**config.mk**
```make
export PLATFORM = sky130hd
export DESIGN_NAME = irq_level_arbiter
export DESIGN_NICKNAME = d
export VERILOG_FILES = /design/src/rtl/irq_arb_pkg.sv /design/src/rtl/irq_nmi_latch.sv /design/src/rtl/irq_level_select.sv /design/src/rtl/irq_level_arbiter.sv
export SDC_FILE = /design/constraint.sdc
export NUM_CORES = 1
export LEC_CHECK = 0
export BUFFER_PORTS_ARGS = -buffer_cell sky130_fd_sc_hd__buf_2
export CORE_MARGIN = 2
export CORE_UTILIZATION = 44
export DETAILED_ROUTE_END_ITERATION = 6
export PLACE_DENSITY = 0.84
export REMOVE_ABC_BUFFERS = 1
export SLEW_MARGIN = 20
export SYNTH_ARGS = -nofsm -noshare
export SYNTH_HDL_FRONTEND = slang
export SYNTH_SLANG_ARGS = --single-unit
export TNS_END_PERCENT = 30
```
**constraint.sdc**
```tcl
create_clock -name clk -period 1.7 [get_ports clk]
set_clock_uncertainty 0.15 [all_clocks]
set_input_delay 0.085 -clock clk [delete_from_list [all_inputs] [get_ports clk]]
set_output_delay 0.085 -clock clk [all_outputs]
set_load 0.02 [all_outputs]
```
**src/rtl/irq_arb_pkg.sv**
```systemverilog
// Shared types and helpers for the two-level interrupt arbiter.
// Assumes vector numbers fit in 8 bits.
package irq_arb_pkg;

    typedef struct packed {
        logic       valid;
        logic [7:0] vec;
    } pick_t;

endpackage

```
**src/rtl/irq_nmi_latch.sv**
```systemverilog
// Captures rising edges of the non-maskable request into a pending flag.
// Assumes nmi_in is already synchronous to clk. pend_next gives the flag's
// next value, so the selector can act on a clear in the same cycle.
module irq_nmi_latch (
    input  logic clk,
    input  logic rst_n,
    input  logic nmi_in,
    input  logic clr,
    output logic pend,
    output logic pend_next
);
    logic nmi_q;
    logic rise;

    // Edge detect and next-state of the pending flag; a new edge wins over a clear.
    always_comb begin
        rise      = nmi_in & ~nmi_q;
        pend_next = rise | (pend & ~clr);
    end

    // Register the previous level and the pending flag.
    always_ff @(posedge clk) begin
        if (!rst_n) begin
            nmi_q <= 1'b0;
            pend  <= 1'b0;
        end else begin
            nmi_q <= nmi_in;
            pend  <= pend_next;
        end
    end

    // a rising edge always leaves the flag set.
    assert_nmi_capture_R4: assert property (@(posedge clk) disable iff (!rst_n)
        (nmi_in && !nmi_q) |=> pend);

    // without a clear the flag stays set.
    assert_nmi_keep_R5: assert property (@(posedge clk) disable iff (!rst_n)
        (pend && !clr) |=> pend);

endmodule

```
**src/rtl/irq_level_select.sv**
```systemverilog
// Combinational two-level priority selection. A source is promoted when the
// control-level bit of its group is set; the lowest-index promoted source wins,
// otherwise the lowest-index eligible one. A pending NMI overrides everything.
// Assumes NUM_GRP >= 2 and every GRP_MAP entry < NUM_GRP.
module irq_level_select
    import irq_arb_pkg::*;
#(
    parameter int NUM_SRC  = 16,
    parameter int NUM_GRP  = 8,
    parameter int GW       = $clog2(NUM_GRP),
    parameter logic [NUM_SRC*GW-1:0] GRP_MAP = '0,
    parameter int VEC_BASE = 16,
    parameter int NMI_VEC  = 7
) (
    input  logic [NUM_SRC-1:0] req,
    input  logic [NUM_GRP-1:0] ctl,
    input  logic               mask_all,
    input  logic               nmi_pend,
    output pick_t              pick
);
    logic [NUM_SRC-1:0] promo;
    logic [NUM_SRC-1:0] elig;
    logic [NUM_SRC-1:0] hi;

    // Per-source promotion bit taken from its group's control level.
    for (genvar i = 0; i < NUM_SRC; i++) begin : g_promo
        assign promo[i] = ctl[GRP_MAP[i*GW +: GW]];
    end

    // Eligible and promoted request sets.
    always_comb begin
        elig = req & {NUM_SRC{~mask_all}};
        hi   = elig & promo;
    end

    // Pick the winner: NMI, then lowest promoted, then lowest eligible.
    always_comb begin
        logic [7:0] lo_vec;
        logic [7:0] hi_vec;
        lo_vec = '0;
        hi_vec = '0;
        for (int i = NUM_SRC - 1; i >= 0; i--) begin
            if (elig[i]) lo_vec = 8'(VEC_BASE + i);
            if (hi[i])   hi_vec = 8'(VEC_BASE + i);
        end
        if (nmi_pend) begin
            pick.valid = 1'b1;
            pick.vec   = 8'(NMI_VEC);
        end else if (|hi) begin
            pick.valid = 1'b1;
            pick.vec   = hi_vec;
        end else if (|elig) begin
            pick.valid = 1'b1;
            pick.vec   = lo_vec;
        end else begin
            pick.valid = 1'b0;
            pick.vec   = '0;
        end
    end

endmodule

```
**src/rtl/irq_level_arbiter.sv**
```systemverilog
// Top of the two-level interrupt arbiter: holds the control-level register,
// the NMI pending latch and the registered output. The output reloads every
// clock unless a valid result is waiting for acknowledge.
// Assumes requests are synchronous and a source drops its line once acknowledged.
module irq_level_arbiter
    import irq_arb_pkg::*;
#(
    parameter int NUM_SRC  = 16,
    parameter int NUM_GRP  = 8,
    parameter logic [NUM_SRC*$clog2(NUM_GRP)-1:0] GRP_MAP =
        {3'd0, 3'd0, 3'd0, 3'd0, 3'd1, 3'd1, 3'd2, 3'd2,
         3'd3, 3'd3, 3'd4, 3'd4, 3'd5, 3'd5, 3'd6, 3'd7},
    parameter int VEC_BASE = 16,
    parameter int NMI_VEC  = 7,
    parameter int VW       = 8,
    parameter int AW       = 24
) (
    input  logic               clk,
    input  logic               rst_n,
    input  logic [NUM_SRC-1:0] irq_req,
    input  logic               nmi_in,
    input  logic               mask_all,
    input  logic               cfg_we,
    input  logic [NUM_GRP-1:0] cfg_wdata,
    output logic [NUM_GRP-1:0] cfg_rdata,
    input  logic               ack,
    output logic               req_valid,
    output logic [VW-1:0]      vec_num,
    output logic [AW-1:0]      vec_addr
);
    localparam int GW = $clog2(NUM_GRP);

    logic [NUM_GRP-1:0] ctl_q;
    logic               nmi_pend;
    logic               nmi_pend_next;
    logic               nmi_clr;
    logic               hold;
    pick_t              pick;

    // Acknowledge handling: hold while waiting, clear NMI when its vector is taken.
    always_comb begin
        hold    = req_valid & ~ack;
        nmi_clr = ack & req_valid & (vec_num == VW'(NMI_VEC));
    end

    // Control-level register write port.
    always_ff @(posedge clk) begin
        if (!rst_n)      ctl_q <= '0;
        else if (cfg_we) ctl_q <= cfg_wdata;
    end
    assign cfg_rdata = ctl_q;

    irq_nmi_latch u_nmi (
        .clk       (clk),
        .rst_n     (rst_n),
        .nmi_in    (nmi_in),
        .clr       (nmi_clr),
        .pend      (nmi_pend),
        .pend_next (nmi_pend_next)
    );

    irq_level_select #(
        .NUM_SRC  (NUM_SRC),
        .NUM_GRP  (NUM_GRP),
        .GW       (GW),
        .GRP_MAP  (GRP_MAP),
        .VEC_BASE (VEC_BASE),
        .NMI_VEC  (NMI_VEC)
    ) u_sel (
        .req      (irq_req),
        .ctl      (ctl_q),
        .mask_all (mask_all),
        .nmi_pend (nmi_pend_next),
        .pick     (pick)
    );

    // Output register: reload unless a presented result awaits acknowledge.
    always_ff @(posedge clk) begin
        if (!rst_n) begin
            req_valid <= 1'b0;
            vec_num   <= '0;
            vec_addr  <= '0;
        end else if (!hold) begin
            req_valid <= pick.valid;
            vec_num   <= VW'(pick.vec);
            vec_addr  <= AW'({pick.vec, 2'b00});
        end
    end

    // an unacknowledged result stays put.
    assert_hold_R7: assert property (@(posedge clk) disable iff (!rst_n)
        (req_valid && !ack) |=> (req_valid && $stable(vec_num) && $stable(vec_addr)));

    // idle output carries no vector.
    assert_idle_zero_R8: assert property (@(posedge clk) disable iff (!rst_n)
        !req_valid |-> (vec_num == '0 && vec_addr == '0));

    // with the mask set and no NMI, nothing is reported next.
    assert_mask_blocks_R6: assert property (@(posedge clk) disable iff (!rst_n)
        (mask_all && !nmi_pend_next && !hold) |=> !req_valid);

    // a pending NMI on reload is what gets presented.
    assert_nmi_wins_R4: assert property (@(posedge clk) disable iff (!rst_n)
        (nmi_pend_next && !hold) |=> (vec_num == VW'(NMI_VEC)));

    // address tracks the vector number.
    assert_addr_R3: assert property (@(posedge clk) disable iff (!rst_n)
        req_valid |-> (vec_addr == AW'(vec_num) * 4));

endmodule

```
-- Yosys cells after proc, flatten, opt, wreduce, memory -nomap -nowiden
Index checks and enable logic that the tools add are counted.
- equal/unequal tests: 1
- mux-type cells: 35
- bitwise gates (word level): 12
- reductions and logical operators: 2
- operator list (kind ; count):
    $mux 5 ; 32
    $and 16x16->16 ; 2
    $reduce_or 16->1 ; 2
    $mux 9 ; 3
    $eq 8x3->1 const B ; 1
    $and 1x1->1 ; 5
    $not 1->1 ; 4
    $or 1x1->1 ; 1
- flip-flop bits (word level): 19
- bits of input ports: 30
- output and inout port bits: 41
- word-level logic and storage cells: 55

-- Logic depth before layout (Yosys ltp)
- depth in word-level cells: 21
- depth in mapped cells: 7
- depth with buffers taken out: 6

-- Modules after synthesis
Synthesis repeated with hierarchy kept, for this count alone.
- cells, all modules: 182
- area, all modules: 1481.4 um^2
- modules (own cells, without submodules) (module ; times used ; cells each ; area an instance (um^2) ; seq. area each (um^2)):
    irq_level_arbiter ; 1 ; 92 ; 844.6 ; 340.3
    irq_level_select ; 1 ; 83 ; 563.0 ; 0.0
    irq_nmi_latch ; 1 ; 7 ; 73.8 ; 40.0

-- Worst setup path after synthesis
Ideal clock, no wire load.
- path type: flip-flop to flip-flop
- start point: register ctl_q[4], in the netlist cfg_rdata[4]
- end point: register vec_num[1]
- library setup time: 0.143 ns
- arrival time: 1.415 ns
- required time: 1.407 ns
- slack: -0.007 ns
- cell stages (with the launch flop): 5
- buffers on the path: 0
- period minus slack after synthesis: 1.707 ns
- path through: dfxtp_1 -> nor3b_1 -> and2b_2 -> o32ai_1 -> a41oi_2
- cells in the longest elaborated chain, start to end: 9
- elaborated cells between the ends (all ways): 10
- those cells by class: mux (8); bitwise (1); reduce/logical (1)
- ends and longest elaborated chain (element ; RTL line ; RTL):
    start, declared ; irq_level_arbiter.sv:33 ; logic [NUM_GRP-1:0] ctl_q;
    start signal, assigned ; irq_level_arbiter.sv:49 ; else if (cfg_we) ctl_q <= cfg_wdata;
    $and 16x16->16 * ; irq_level_select.sv:33 ; hi = elig & promo;
    $mux 5 (6 in series) ; irq_level_select.sv:44 ; if (hi[i]) hi_vec = 8'(VEC_BASE + i);
    $mux 9 * ; irq_level_select.sv:49 ; end else if (|hi) begin
    $mux 9 * ; irq_level_select.sv:46 ; if (nmi_pend) begin
    end signal, assigned ; irq_level_arbiter.sv:85 ; vec_num <= VW'(pick.vec);
    end, declared ; irq_level_arbiter.sv:28 ; output logic [VW-1:0] vec_num,
Mark *: on every way between the ends. The rest lies on a longest branch, timed or not.
A chain may end at the register's enable or synchronous reset.

-- Worst setup path after layout
- start point: register ctl_q[7], in the netlist cfg_rdata[7]
- end point: register vec_num[1]
- cells in the longest elaborated chain, start to end: 4
- elaborated cells between the ends (all ways): 5
- those cells by class: mux (3); bitwise (1); reduce/logical (1)
- ends and longest elaborated chain (element ; RTL line):
    $and 16x16->16 * ; irq_level_select.sv:33
    $reduce_or 16->1 / $mux 5 (equally long branches) ; irq_level_select.sv:49, irq_level_select.sv:44
    $mux 9 * ; irq_level_select.sv:49
    $mux 9 * ; irq_level_select.sv:46
Marks and branches as above.

==> results.txt <==
----------------------------------------------------
[Status]
  Outcome ... finished, violations left
  Violated checks ... negative setup slack

[Global routing]
  GRT overflow ... 0
  Wire length of the first global-routing pass ... 5.05 mm
  Number of global-route vias before repair ... 1141
  Total global-route track usage ... 0.189
  Number of antenna violations at the first check in global routing ... 0
  Largest net degree at the start of global routing ... 17

[Synth]
  Total of warnings raised by yosys ... 0
  Mapped cell area ... 0.00127 mm^2
  Cells taking the most area after synthesis ... dfxtp_1, buf_4, mux2i_1
  Mean instance size in the synthesized netlist ... 8.05 um^2
  Synth Flop Type ... dfxtp_1
  Flops & latches, synth ... 16
  Sequential-to-total area share from yosys stat ... 0.252
  Proportion of netlist area held by the largest area contributor ... 0.252
  EDFF count, synth ... 0
  Share of flip-flops with an asynchronous set or reset ... 0
  Synth area leader ... dfxtp_1
  Commonest cells in the synthesized netlist ... buf_4, dfxtp_1, a21oi_1, nor2b_1, nor2_1
  Top-count cell post-synth ... buf_4
  Number of library cell types mapped by synthesis ... 46
  Instance count of the mapped netlist ... 158

[Routing]
  Total wire length after detailed routing ... 3.19 mm
  Vias ... 1368
  Initial DRC count ... 56
  Average routed wire per standard cell ... 12.5 um
  Number of detailed-route iterations in the first pass ... 5
  Antenna-violating nets left ... 0
  Vias/cell ... 5.39
  DRC Markers ... 0

[Worst setup path]
  Worst-path cell with the longest stage delay ... dfxtp_4
  Critical path startpoint category ... flop
  Required time of the critical path ... 1.78 ns
  Worst path cell trace ... a22oi_2, o22ai_2, nor3_2, o2111a_2, o311ai_2, a41oi_2
  Critical Setup Path Class ... flop to flop
  Crit-path max FO ... 3
  Number of cells on the worst reg-to-reg path ... 6
  Logic depth of the worst path, buffers included ... 6
  Capturing element type of the critical path ... flop
  Critical Path AT ... 1.80 ns
  Stage delay of the slowest cell on the critical path ... 0.36 ns
  Gate family responsible for the most delay along the worst path ... compound AO/OA/AOI/OAI gates
  Worst Path Buf+Inv ... 0

[Power and ir drop]
  Worst VDD drop ... 0.382 mV
  Power per unit of standard cell area ... 642 mW/mm^2
  Leakage dissipation ... 0.780 nW
  Power Total ... 1.07 mW

[Final layout]
  P&R area growth vs syn ... 31.5%
  Antenna Diode Count ... 0
  Share of cells above drive strength 1 ... 0.354
  Net total in the final layout ... 254
  Area of all placed cells without fillers ... 0.00167 mm^2

[Clocking]
  H-tree lvl count ... 1
  Number of sinks driven by the clock tree ... 16
  Insertion delay to the later sink of the worst-skew pair ... 0.30 ns
  Number of buffers created by CTS ... 3
  Root buffer selected by CTS ... clkbuf_4
  Clock transition at the register clock pins on the worst setup and hold paths after CTS ... 0.11 ns
  CTS max path bufs ... 2
  TritonCTS clock tree ... yes

[Floorplanning]
  Floorplan Core Area ... 0.00276 mm^2
  Starting density of the core ... 0.461
  Width of the die ... 57.8 um
  Full die area ... 0.00334 mm^2
  Die height ... 57.8 um
  Number of core rows ... 19
  Number of top-level pins ... 71

[Placement]
  RePlAce Congestion ... 0.858
  Dpl hpwl ... 2.27 mm
  Placement-stage cell area ... 0.00147 mm^2
  Port bufs ... 48

[Timing]
  Final setup violating endpoints ... 1
  Setup repair after global routing missed its margin ... yes
  Max Clock Freq ... 582 MHz
  Setup slack of the critical path after layout ... -0.0175 ns
  Hold Violations, Final ... 0
  Min Hold Slack ... 0.0532 ns
  Max-slew violation total from the final report ... 0
  Setup TNS Final ... -0.0175 ns
  Clock period minus worst slack ... 1.72 ns
  Final critical-path share of the clock period ... 1.01

[Run]
  Max-capacitance violation count ... 0

[Min path]
  Hold path depth ... 4
  Hold/Removal Path Class ... input port to flop

----------------------------------------------------
cell type report:
type                       instances  area, um^2
fill                             255        1090
sequential                        16         324
tap                               31        38.8
clock buffer                       4        36.3
timing repair buffer              71         440
inverter                           4        15.0
multi-input combinational        128         817
through the flow:
stage | util | setup WS [ns] | instances
6_report | 0.606 | -0.0175 | 254
3_5_place_dp | 0.532 | -0.00918 | 236
2_1_floorplan | - | -0.0980 | 148
4_1_cts | 0.589 | 0.0313 | 251
3_3_place_gp | 0.532 | 0.0296 | 236
5_1_grt | 0.606 | -0.0648 | 254
flip-flops by register name (all words and copies together), names as in the netlist:
signal / count
u_nmi.nmi_q: 1
vec_num: 5
cfg_rdata: 8
u_nmi.pend: 1
req_valid: 1
power breakdown:
| group | switching [mW] | internal [mW] | total, mW |
|---|---|---|---|
| sequential | 0.0246 | 0.402 | 0.427 |
| combinational | 0.228 | 0.158 | 0.386 |
| clock | 0.130 | 0.131 | 0.261 |
| total | 0.383 | 0.691 | 1.07 |
layer usage:
metal  track usage  wire (um)  vias to the layer above
met2         0.297       1450                       89
met4        0.0565         57                        0
met1         0.269       1390                      618
met5             0          0                        -
met3        0.0246        293                       11
li1              -          -                      650
tightest hold or removal path, stage by stage:
cell and delay, ns:
buf_2 0.11, a32oi_1 0.06, o21bai_1 0.12, o22ai_1 0.06
path summary, 6_finish.rpt:
kind | start | endpoint | slack [ns]
min reg2reg | vec_num[3] | vec_num[3] | 0.35
min | irq_req[0] | vec_num[0] | 0.05
max | cfg_rdata[7] | vec_num[1] | -0.02
max reg2reg | cfg_rdata[7] | vec_num[1] | -0.02
layout by cell type (no fill, tap or decap), types with 4 or more instances in the layout:
cell	instances
mux2i_1	8
dlygate4sd3_1	11
o21ai_0	6
buf_2	48
inv_1	4
dfxtp_1	15
buf_4	12
nand2b_1	4
nand2_1	10
conb_1	22
nor2b_1	12
nor2_1	11
a21oi_1	12
kinds of logic (layout without fill, tap and decap cells):
kind of cell,Yosys count,after routing,share of synthesized area
and+or+nand+nor,55,55,0.249
AOI/OAI and AO/OA,43,43,0.241
buffers and inverters,35,79,0.192
DFF,16,16,0.252
muxes,8,8,0.0630
other,1,22,0.00295
what timing repair did:
| item | in CTS | in global routing |
|---|---|---|
| hold buffers | 11 | 0 |
| endpoints found under the setup margin | 2 | 4 |
| resized for setup | 2 | 7 |
| endpoints found under the hold margin | 12 | 0 |
| pin swaps | 0 | 6 |
| buffers inserted | 0 | 3 |
No activity file was read; power rests on OpenSTA's default activity.
